==> src/rtl/imgdec_csr_pkg.sv <==
package imgdec_csr_pkg;
  localparam int BIT_DONE    = 0;
  localparam int BIT_INEMPTY = 1;
  localparam int BIT_OUTFULL = 2;
  localparam int BIT_ERR     = 3;
  localparam int BIT_NOTIMG  = 4;
  localparam int BIT_CORRUPT = 5;
  localparam int BIT_UNSUP   = 6;
  localparam int BIT_START   = 7;
  localparam int BIT_RST     = 8;
  localparam int NUM_EVT     = 7;
  localparam int NUM_FLAGS   = 9;
  localparam logic [NUM_FLAGS-1:0] MASK_WR_BITS = 9'b1_0111_1111;
  localparam logic [NUM_FLAGS-1:0] STATUS_RST   = 9'b1_0000_0000;
endpackage

==> src/rtl/imgdec_flag_cell.sv <==
module imgdec_flag_cell (
  input  logic clk,
  input  logic rst_n,
  input  logic set_i,
  input  logic clr_i,
  output logic flag_d_o,
  output logic flag_q_o
);
  // set has priority over a same-cycle clear
  assign flag_d_o = set_i | (flag_q_o & ~clr_i);

  always_ff @(posedge clk or negedge rst_n) begin
    if (!rst_n) flag_q_o <= 1'b0;
    else        flag_q_o <= flag_d_o;
  end

  AST_EVENT_WINS: assert property (@(posedge clk) disable iff (!rst_n)
    set_i |=> flag_q_o);
  AST_CLEAR_DROPS: assert property (@(posedge clk) disable iff (!rst_n)
    (clr_i && !set_i) |=> !flag_q_o);
endmodule

==> src/rtl/imgdec_irq_unit.sv <==
module imgdec_irq_unit #(
  parameter int NB = 9
) (
  input  logic          clk,
  input  logic          rst_n,
  input  logic [NB-1:0] cur_i,
  input  logic [NB-1:0] nxt_i,
  input  logic [NB-1:0] en_i,
  output logic          irq_o
);
  logic [NB-1:0] pend_q;

  for (genvar b = 0; b < NB; b++) begin : g_pend
    always_ff @(posedge clk or negedge rst_n) begin
      if (!rst_n) pend_q[b] <= 1'b0;
      else        pend_q[b] <= nxt_i[b] & (pend_q[b] | (~cur_i[b] & en_i[b]));
    end

    AST_PEND_NEEDS_FLAG: assert property (@(posedge clk) disable iff (!rst_n)
      pend_q[b] |-> cur_i[b]);
  end

  assign irq_o = |pend_q;
endmodule

==> src/rtl/imgdec_cmd_seq.sv <==
module imgdec_cmd_seq (
  input  logic clk,
  input  logic rst_n,
  input  logic sw_reset_i,
  input  logic start_i,
  input  logic resume_i,
  output logic core_rst_o,
  output logic core_start_o,
  output logic core_resume_o
);
  logic start_wait_q;

  always_ff @(posedge clk or negedge rst_n) begin
    if (!rst_n) begin
      core_rst_o    <= 1'b0;
      start_wait_q  <= 1'b0;
      core_start_o  <= 1'b0;
      core_resume_o <= 1'b0;
    end else begin
      core_rst_o    <= sw_reset_i;
      start_wait_q  <= start_i;
      core_start_o  <= start_wait_q;
      core_resume_o <= resume_i;
    end
  end

  AST_START_AFTER_RST: assert property (@(posedge clk) disable iff (!rst_n)
    core_start_o |-> $past(core_rst_o));
endmodule

==> src/rtl/imgdec_csr.sv <==
module imgdec_csr #(
  parameter int DATA_W    = 32,
  parameter int ADDR_W    = 4,
  parameter int STAT_ADDR = 0,
  parameter int MASK_ADDR = 1
) (
  input  logic              clk,
  input  logic              rst_n,
  input  logic              bus_wr,
  input  logic              bus_rd,
  input  logic [ADDR_W-1:0] bus_addr,
  input  logic [DATA_W-1:0] bus_wdata,
  output logic [DATA_W-1:0] bus_rdata,
  input  logic              ev_done,
  input  logic              ev_in_empty,
  input  logic              ev_out_full,
  input  logic              ev_notimg,
  input  logic              ev_corrupt,
  input  logic              ev_unsup,
  input  logic              core_idle,
  output logic              core_rst_o,
  output logic              core_start_o,
  output logic              core_resume_o,
  output logic              irq_o
);
  import imgdec_csr_pkg::*;

  localparam int NF = NUM_FLAGS;
  localparam logic [ADDR_W-1:0] A_STAT = ADDR_W'(STAT_ADDR);
  localparam logic [ADDR_W-1:0] A_MASK = ADDR_W'(MASK_ADDR);

  logic              wr_stat, wr_mask;
  logic              cmd_start, cmd_rst, sw_reset, resume_req, any_err;
  logic [NUM_EVT-1:0] ev_vec;
  logic [NF-1:0]     status_q, status_d, mask_q;
  logic              rflag_q, rflag_d;

  assign wr_stat   = bus_wr && (bus_addr == A_STAT);
  assign wr_mask   = bus_wr && (bus_addr == A_MASK);
  assign cmd_start = wr_stat & bus_wdata[BIT_START];
  assign cmd_rst   = wr_stat & bus_wdata[BIT_RST];
  assign sw_reset  = cmd_start | cmd_rst;
  assign any_err   = ev_unsup | ev_corrupt | ev_notimg;

  always_comb begin
    ev_vec              = '0;
    ev_vec[BIT_DONE]    = ev_done;
    ev_vec[BIT_INEMPTY] = ev_in_empty;
    ev_vec[BIT_OUTFULL] = ev_out_full;
    ev_vec[BIT_ERR]     = any_err;
    ev_vec[BIT_NOTIMG]  = ev_notimg;
    ev_vec[BIT_CORRUPT] = ev_corrupt;
    ev_vec[BIT_UNSUP]   = ev_unsup;
  end

  // sticky event flags, one cell per bit
  for (genvar i = 0; i < NUM_EVT; i++) begin : g_flag
    imgdec_flag_cell u_cell (
      .clk      (clk),
      .rst_n    (rst_n),
      .set_i    (ev_vec[i]),
      .clr_i    (wr_stat & (bus_wdata[i] | sw_reset)),
      .flag_d_o (status_d[i]),
      .flag_q_o (status_q[i])
    );
  end

  // reset/idle flag: start wins, then reset write, then core leaving idle
  always_comb begin
    if (cmd_start)       rflag_d = 1'b0;
    else if (cmd_rst)    rflag_d = 1'b1;
    else if (!core_idle) rflag_d = 1'b0;
    else                 rflag_d = rflag_q;
  end

  always_ff @(posedge clk or negedge rst_n) begin
    if (!rst_n) rflag_q <= STATUS_RST[BIT_RST];
    else        rflag_q <= rflag_d;
  end

  assign status_q[BIT_START] = 1'b0;
  assign status_d[BIT_START] = 1'b0;
  assign status_q[BIT_RST]   = rflag_q;
  assign status_d[BIT_RST]   = rflag_d;

  always_ff @(posedge clk or negedge rst_n) begin
    if (!rst_n)       mask_q <= '0;
    else if (wr_mask) mask_q <= bus_wdata[NF-1:0] & MASK_WR_BITS;
  end

  assign resume_req = wr_stat & ~sw_reset &
    ((bus_wdata[BIT_INEMPTY] & status_q[BIT_INEMPTY] & ~ev_in_empty) |
     (bus_wdata[BIT_OUTFULL] & status_q[BIT_OUTFULL] & ~ev_out_full));

  imgdec_cmd_seq u_seq (
    .clk           (clk),
    .rst_n         (rst_n),
    .sw_reset_i    (sw_reset),
    .start_i       (cmd_start),
    .resume_i      (resume_req),
    .core_rst_o    (core_rst_o),
    .core_start_o  (core_start_o),
    .core_resume_o (core_resume_o)
  );

  imgdec_irq_unit #(.NB(NF)) u_irq (
    .clk   (clk),
    .rst_n (rst_n),
    .cur_i (status_q),
    .nxt_i (status_d),
    .en_i  (mask_q),
    .irq_o (irq_o)
  );

  always_comb begin
    bus_rdata = '0;
    if (bus_rd) begin
      if (bus_addr == A_STAT)      bus_rdata[NF-1:0] = status_q;
      else if (bus_addr == A_MASK) bus_rdata[NF-1:0] = mask_q;
    end
  end

  AST_RESUME_FROM_STALL: assert property (@(posedge clk) disable iff (!rst_n)
    core_resume_o |-> $past(status_q[BIT_INEMPTY] | status_q[BIT_OUTFULL]));
  AST_ERR_COVERS_CAUSE: assert property (@(posedge clk) disable iff (!rst_n)
    $rose(status_q[BIT_UNSUP] | status_q[BIT_CORRUPT] | status_q[BIT_NOTIMG])
      |-> status_q[BIT_ERR]);
  AST_RST_STROBE_ONE: assert property (@(posedge clk) disable iff (!rst_n)
    $rose(core_rst_o) |=> !core_rst_o || $past(sw_reset));
endmodule

==> config.mk <==
export PLATFORM = sky130hd
export DESIGN_NAME = imgdec_csr
export DESIGN_NICKNAME = d
export VERILOG_FILES = /design/src/rtl/imgdec_csr_pkg.sv /design/src/rtl/imgdec_flag_cell.sv /design/src/rtl/imgdec_irq_unit.sv /design/src/rtl/imgdec_cmd_seq.sv /design/src/rtl/imgdec_csr.sv
export SDC_FILE = /design/constraint.sdc
export NUM_CORES = 1
export LEC_CHECK = 0
export ABC_AREA = 0
export BUFFER_PORTS_ARGS = -buffer_cell sky130_fd_sc_hd__buf_2
export CAP_MARGIN = 40
export CORE_MARGIN = 5
export CORE_UTILIZATION = 39
export CTS_BUF_LIST = sky130_fd_sc_hd__clkbuf_16
export CTS_CLUSTER_SIZE = 12
export DETAILED_ROUTE_END_ITERATION = 10
export PLACE_DENSITY = 0.75
export REMOVE_ABC_BUFFERS = 1
export SLEW_MARGIN = 20
export SYNTH_ARGS = -nofsm -noshare
export SYNTH_HDL_FRONTEND = slang
export SYNTH_SLANG_ARGS = --single-unit
==> constraint.sdc <==
create_clock -name clk -period 1.57 [get_ports clk]
set_clock_uncertainty 0.15 [all_clocks]
set_input_delay 0.314 -clock clk [delete_from_list [all_inputs] [get_ports clk]]
set_output_delay 0.314 -clock clk [all_outputs]
set_load 0.01 [all_outputs]
==> impl_metrics.py, run 1 <==
metrics = {
    "detailed_routing": {
        "vias_per_cell": 5.16,
        "vias": 1166,
        "ant_nets": 0,
        "wire_per_inst_um": 15.2,
        "drt_wl_total_mm": 3.44,
        "drt_first_iter_violations": 35,
        "drc_errors": 0,
        "drt-pass1-iter-count": 4,
    },
    "synth": {
        "ys_warn_count": 0,
        "synthTopCellsByCount": "dfrtp_1 (27), buf_4 (25), a21o_1 (12)",
        "ys_async_sr_fraction_pct": 100,
        "avgSynthCellArea_um2": 11.2,
        "ys_seq_area_share_pct": 47.7,
        "synth-edff-count": 0,
        "synth_area_leaders": "dfrtp_1 (46%), buf_4 (13%), a21o_1 (6.1%)",
        "synthesis.area_um2": 1470,
        "synth.top_cell.area_share_pct": 46.0,
        "synth_top_area_cell": "dfrtp_1",
        "syn_inst": 131,
        "yosysMostFrequentCell": "dfrtp_1",
        "synth_ff_type": "dfrtp_1",
        "yosysUniqueCellTypes": 28,
        "synth-seq-cells": 28,
    },
    "placement": {
        "gp_congestion": 0.806,
        "io_buffers": 35,
        "hpwlAfterDp_mm": 2.50,
        "post_dp_cell_area_um2": 1660,
    },
    "worst_hold_path": {
        "min_path_cells": 2,
        "hp-class": "primary input to flop",
    },
    "cells_and_area": {
        "nets": 226,
        "final_cell_area_um2": 1850,
        "drive_gt1_share_pct": 39.3,
        "syn_to_final_growth_pct": 25.9,
        "nFillCells": 354,
        "antennaDiodeCount": 0,
    },
    "clock_network": {
        "cts_tree": "built",
        "cts-root-buf": "clkbuf_16",
        "path_clk_slew_ps": 70,
        "clk_latency_ps": 260,
        "cts.sinks": 28,
        "h-tree-depth": 1,
        "cts_made_buffers": 3,
        "clk_path_buf_depth": 2,
    },
    "pwr": {
        "peakVddDrop_mv": 0.491,
        "p_per_area_nw_per_um2": 887,
        "p_leak_nw": 0.904,
    },
    "worst_setup_path": {
        "ff2ff_path_depth": 3,
        "arrival_ps": 1570,
        "end_kind": "primary output",
        "crit_type": "primary input to primary output",
        "worstSetupStartpointType": "primary input",
        "cp.required_ps": 1110,
        "cp_max_fo": 8,
    },
    "sta": {
        "hold_ws_ps": 101,
        "setup_violations": 9,
        "layout_setup_ws_ps": -463,
        "period_needed_ps": 2030,
        "hold_viol_final": 0,
        "clock.fmax_mhz": 492,
        "layout_worst_path_cycle_share_pct": 129,
        "slew_violations": 0,
        "setup-tns-final_ps": -3730,
        "rsz0062_at_grt": "yes",
    },
    "floorplanning": {
        "die_h_um": 71.4,
        "dieWidth_um": 71.4,
        "row_count": 22,
        "core_um2": 3660,
        "start_util_pct": 40.2,
        "ios": 83,
        "dieArea_um2": 5100,
    },
    "flow_run": {
        "max_cap_violations": 0,
    },
    "global_routing": {
        "grt_max_degree": 16,
        "overflow": 0,
        "grt_usage_pct": 13.3,
        "grt_pass1_wl_mm": 5.42,
        "antenna_found_initial": 0,
        "grt_pass1_vias": 1169,
    },
    "outcome": {
        "violations": "negative setup slack",
        "outcome": "complete, but fails checks",
    },
}
## sequential cells by signal (all words and copies together) (netlist names)
register / cells
g_flag.u_cell.flag_q_o: 7
mask_q: 8
rflag_q: 1
u_irq.pend_q: 8
u_seq.core_resume_o: 1
u_seq.core_rst_o: 1
u_seq.core_start_o: 1
u_seq.start_wait_q: 1
## metal layers
metal	global-route usage [%]	routed length, um	share of wire [%]	up-vias
met3	3.23	365	11	8
met1	18.4	1480	43	560
met4	5.01	48	1.4	0
li1	-	-	-	532
met2	20.1	1550	45	66
met5	0	0	0	-
## repair_timing
item / 4_1_cts / 5_1_grt
pin swaps: 8 / 7
setup endpoints to repair: 9 / 16
hold endpoints to repair: 13 / 0
buffers inserted: 3 / 1
cloned: 0 / 1
gates resized for setup: 4 / 8
hold buffers: 1 / 0
## stage by stage
stage	utilization (%)	setup slack (ps)	std cells	power, mW
after global placement	45.4	-448	217	1.05
after global routing	50.5	-501	226	1.71
after detailed placement	45.4	-466	217	1.05
after CTS	49.1	-451	225	1.64
after floorplan	-	-257	127	0.947
final	50.5	-463	226	1.64
## layout by cell type, fill, tap and decap left out
cell type       n
buf_2          34
dfrtp_1        27
conb_1         24
a21o_1         12
a22o_1          8
inv_1           8
mux2_2          8
buf_4           8
nand2_1         5
o311ai_1        5
a32o_1          5
clkbuf_16       3
buf_6           3
nor2_4          2
nor2_1          2
o22ai_1         2
a21oi_1         2
nor4_2          2
or4b_4          1
inv_2           1
nor4b_4         1
and2_1          1
nor2b_1         1
and3_4          1
and3_1          1
o311ai_4        1
o311a_1         1
nor3_1          1
o21ai_0         1
a32o_2          1
a32oi_2         1
nor3_2          1
clkinv_1        1
dlygate4sd3_1   1
buf_12          1
dfstp_2         1
## worst max-delay path, cell delays in order
cell and delay [ps]:
buf_6 90, or4b_4 570, nor2_4 260, a22o_1 200, buf_2 130
## layout make-up
class,instances,area (um^2),area share [%]
inverter,9,33.8,1.83
multi-input combinational,90,682,36.8
tap,48,60.1,3.25
timing repair buffer,47,294,15.9
clock inverter,1,3.75,0.203
clock buffer,3,75.1,4.06
sequential,28,702,37.9
## path summary, 6_finish.rpt
path,start,endpoint,slack [ps]
min in group asynchronous,rst_n,mask_q[8],340
worst max register to register,u_irq.pend_q[2],u_irq.pend_q[2],440
worst min register to register,u_seq.start_wait_q,u_seq.core_start_o,200
worst min-delay path,ev_done,g_flag[0].u_cell.flag_q_o,100
max in group asynchronous,rst_n,rflag_q,460
worst max-delay path,bus_addr[1],bus_rdata[4],-460
## power by group
part	total (mW)	switching [mW]	internal, mW
clock network	0.579	0.238	0.341
registers	0.833	0.0495	0.783
logic	0.229	0.120	0.110
total	1.64	0.407	1.23
## cells by family (layout without fill, tap and decap cells)
group / after synthesis / count (layout) / synth area share, %
multiplexers: 8 / 8 / 6.13
other: 1 / 24 / 0.255
buffers and inverters: 36 / 60 / 15.7
AND/OR/NAND/NOR: 19 / 19 / 8.51
AO/OA/AOI/OAI: 39 / 39 / 21.7
flip-flops: 28 / 28 / 47.7
No activity file was read; power rests on OpenSTA's default activity.
==> inputs of run 2 (changes only) <==
- REMOVE_ABC_BUFFERS: 1 -> unset
==> run 2 against run 1 <==
The run still ends with negative setup slack left. Register-to-register slack hardly changed. Via count is 3.5% lower. Setup slack better by 33 ps. Combinational power is 4% lower. Clock-buffer cell count stayed put. Largest cell class unchanged.
==> impl_metrics.py, run 2 (synthesis gave the netlist of run 1 again) <==
metrics = {
    "outcome": {
        "outcome": "complete, but fails checks",
        "violations": "negative setup slack",
    },
    "placement": {
        "io_buffers": 35,
        "placed_cells": 217,
        "gp_congestion": 0.813,
        "post_dp_cell_area_um2": 1650,
        "hpwlAfterDp_mm": 2.40,
    },
    "floorplanning": {
        "core_um2": 3660,
        "die_h_um": 71.4,
        "start_util_pct": 40.2,
        "row_count": 22,
        "dieArea_um2": 5100,
        "dieWidth_um": 71.4,
        "ios": 83,
    },
    "worst_setup_path": {
        "max_stage_delay_ps": 560,
        "cp_max_fo": 8,
        "path_buf_inv": 2,
        "worstSetupStartpointType": "primary input",
        "critPathSlowestCell": "or4b_4",
        "critPathTopFamily": "simple AND/OR/NAND/NOR gates",
        "cp.required_ps": 1110,
        "arrival_ps": 1540,
        "crit_type": "primary input to primary output",
        "path_cells": "buf_6, or4b_4, nor2_4, a22o_1, buf_2",
        "end_kind": "primary output",
    },
    "sta": {
        "period_needed_ps": 2000,
        "slew_violations": 0,
        "hold_viol_final": 0,
        "setup_violations": 9,
        "layout_worst_path_cycle_share_pct": 127,
        "tightest_slew_ps": 616,
        "setup-tns-final_ps": -3360,
        "rsz0062_at_grt": "yes",
        "max_slew_margin_pct": 58.9,
        "clock.fmax_mhz": 500,
        "layout_setup_ws_ps": -430,
    },
    "detailed_routing": {
        "vias": 1125,
        "drt_wl_total_mm": 3.33,
        "ant_nets": 0,
        "wire_per_inst_um": 14.7,
        "drt_first_iter_violations": 68,
        "drt-pass1-iter-count": 4,
        "drc_errors": 0,
        "vias_per_cell": 4.98,
    },
    "cells_and_area": {
        "nFillCells": 357,
        "antennaDiodeCount": 0,
        "final_cell_area_um2": 1800,
        "final_cell_mix": "buf_2 (33), dfrtp_1 (27), conb_1 (24)",
        "multi_input_area_um2": 646,
        "nets": 226,
        "syn_to_final_growth_pct": 22.5,
        "drive_gt1_share_pct": 36.5,
        "register_area_um2": 702,
        "final_common_cell": "buf_2",
        "reg.largest.list": "mask_q (8), u_irq.pend_q (8), g_flag.u_cell.flag_q_o (7)",
        "stdcell_count": 226,
    },
    "clock_network": {
        "h-tree-depth": 1,
        "clk_path_buf_depth": 2,
        "cts.sinks": 28,
        "path_clk_slew_ps": 70,
        "cts_tree": "built",
        "cts-root-buf": "clkbuf_16",
        "clk_latency_ps": 260,
        "cts_made_buffers": 3,
    },
    "pwr": {
        "p_per_area_nw_per_um2": 903,
        "power_mw": 1.63,
        "p_leak_nw": 0.896,
        "peakVddDrop_mv": 0.609,
    },
    "global_routing": {
        "grt_max_degree": 29,
        "overflow": 0,
        "grt_usage_pct": 13.1,
        "antenna_found_initial": 0,
        "grt_pass1_vias": 1202,
        "grt_pass1_wl_mm": 5.39,
    },
    "flow_run": {
        "max_cap_violations": 0,
    },
    "worst_hold_path": {
        "hp-class": "primary input to flop",
    },
}
run 2: layer usage:
layer	GRT usage (%)	wire (um)
met2	20.1	1550
met5	0	0
met4	3.97	22
met1	17.6	1380
met3	4.49	380
run 2: final timing paths:
path | slack, ps | end | start | cells after the start
max | -430 | bus_rdata[3] | bus_addr[1] | 5
min | 100 | g_flag[0].u_cell.flag_q_o | ev_done | 2
max reg2reg | 430 | u_irq.pend_q[5] | u_irq.pend_q[5] | 3
min reg2reg | 200 | u_seq.core_start_o | u_seq.start_wait_q | 0
max in group asynchronous | 410 | u_seq.core_resume_o | rst_n | 2
min in group asynchronous | 450 | mask_q[6] | rst_n | 2
run 2: timing repair:
item,4_1_cts,5_1_grt
setup buffers,2,1
resized for setup,1,6
cloned,0,1
hold endpoints to repair,27,0
hold buffers,1,0
setup endpoints to repair,9,15
pin swaps,8,4
run 2: power breakdown:
part / switching [mW] / internal [mW] / leakage (nW) / total [mW]
Sequential: 0.0499 / 0.783 / 0.304 / 0.833
Clock: 0.231 / 0.341 / 0.0423 / 0.572
Combinational: 0.114 / 0.106 / 0.550 / 0.220
run 2: stage by stage:
stage	util [%]	hold slack (ps)	setup slack (ps)
after floorplan	-	-132	-134
after global placement	45.0	184	-433
after detailed placement	45.0	186	-436
after CTS	48.0	98.1	-420
after global routing	49.2	103	-466
final	49.2	101	-430
run 2: area by class of cell:
| type | count | area share (%) |
|---|---|---|
| repair buffers | 47 | 15.6 |
| clock buffers | 3 | 4.17 |
| flip-flops and latches | 28 | 39.0 |
| clock inverters | 1 | 0.208 |
| multi-input cells | 90 | 35.9 |
| well taps | 48 | 3.34 |
| inverters | 9 | 1.88 |
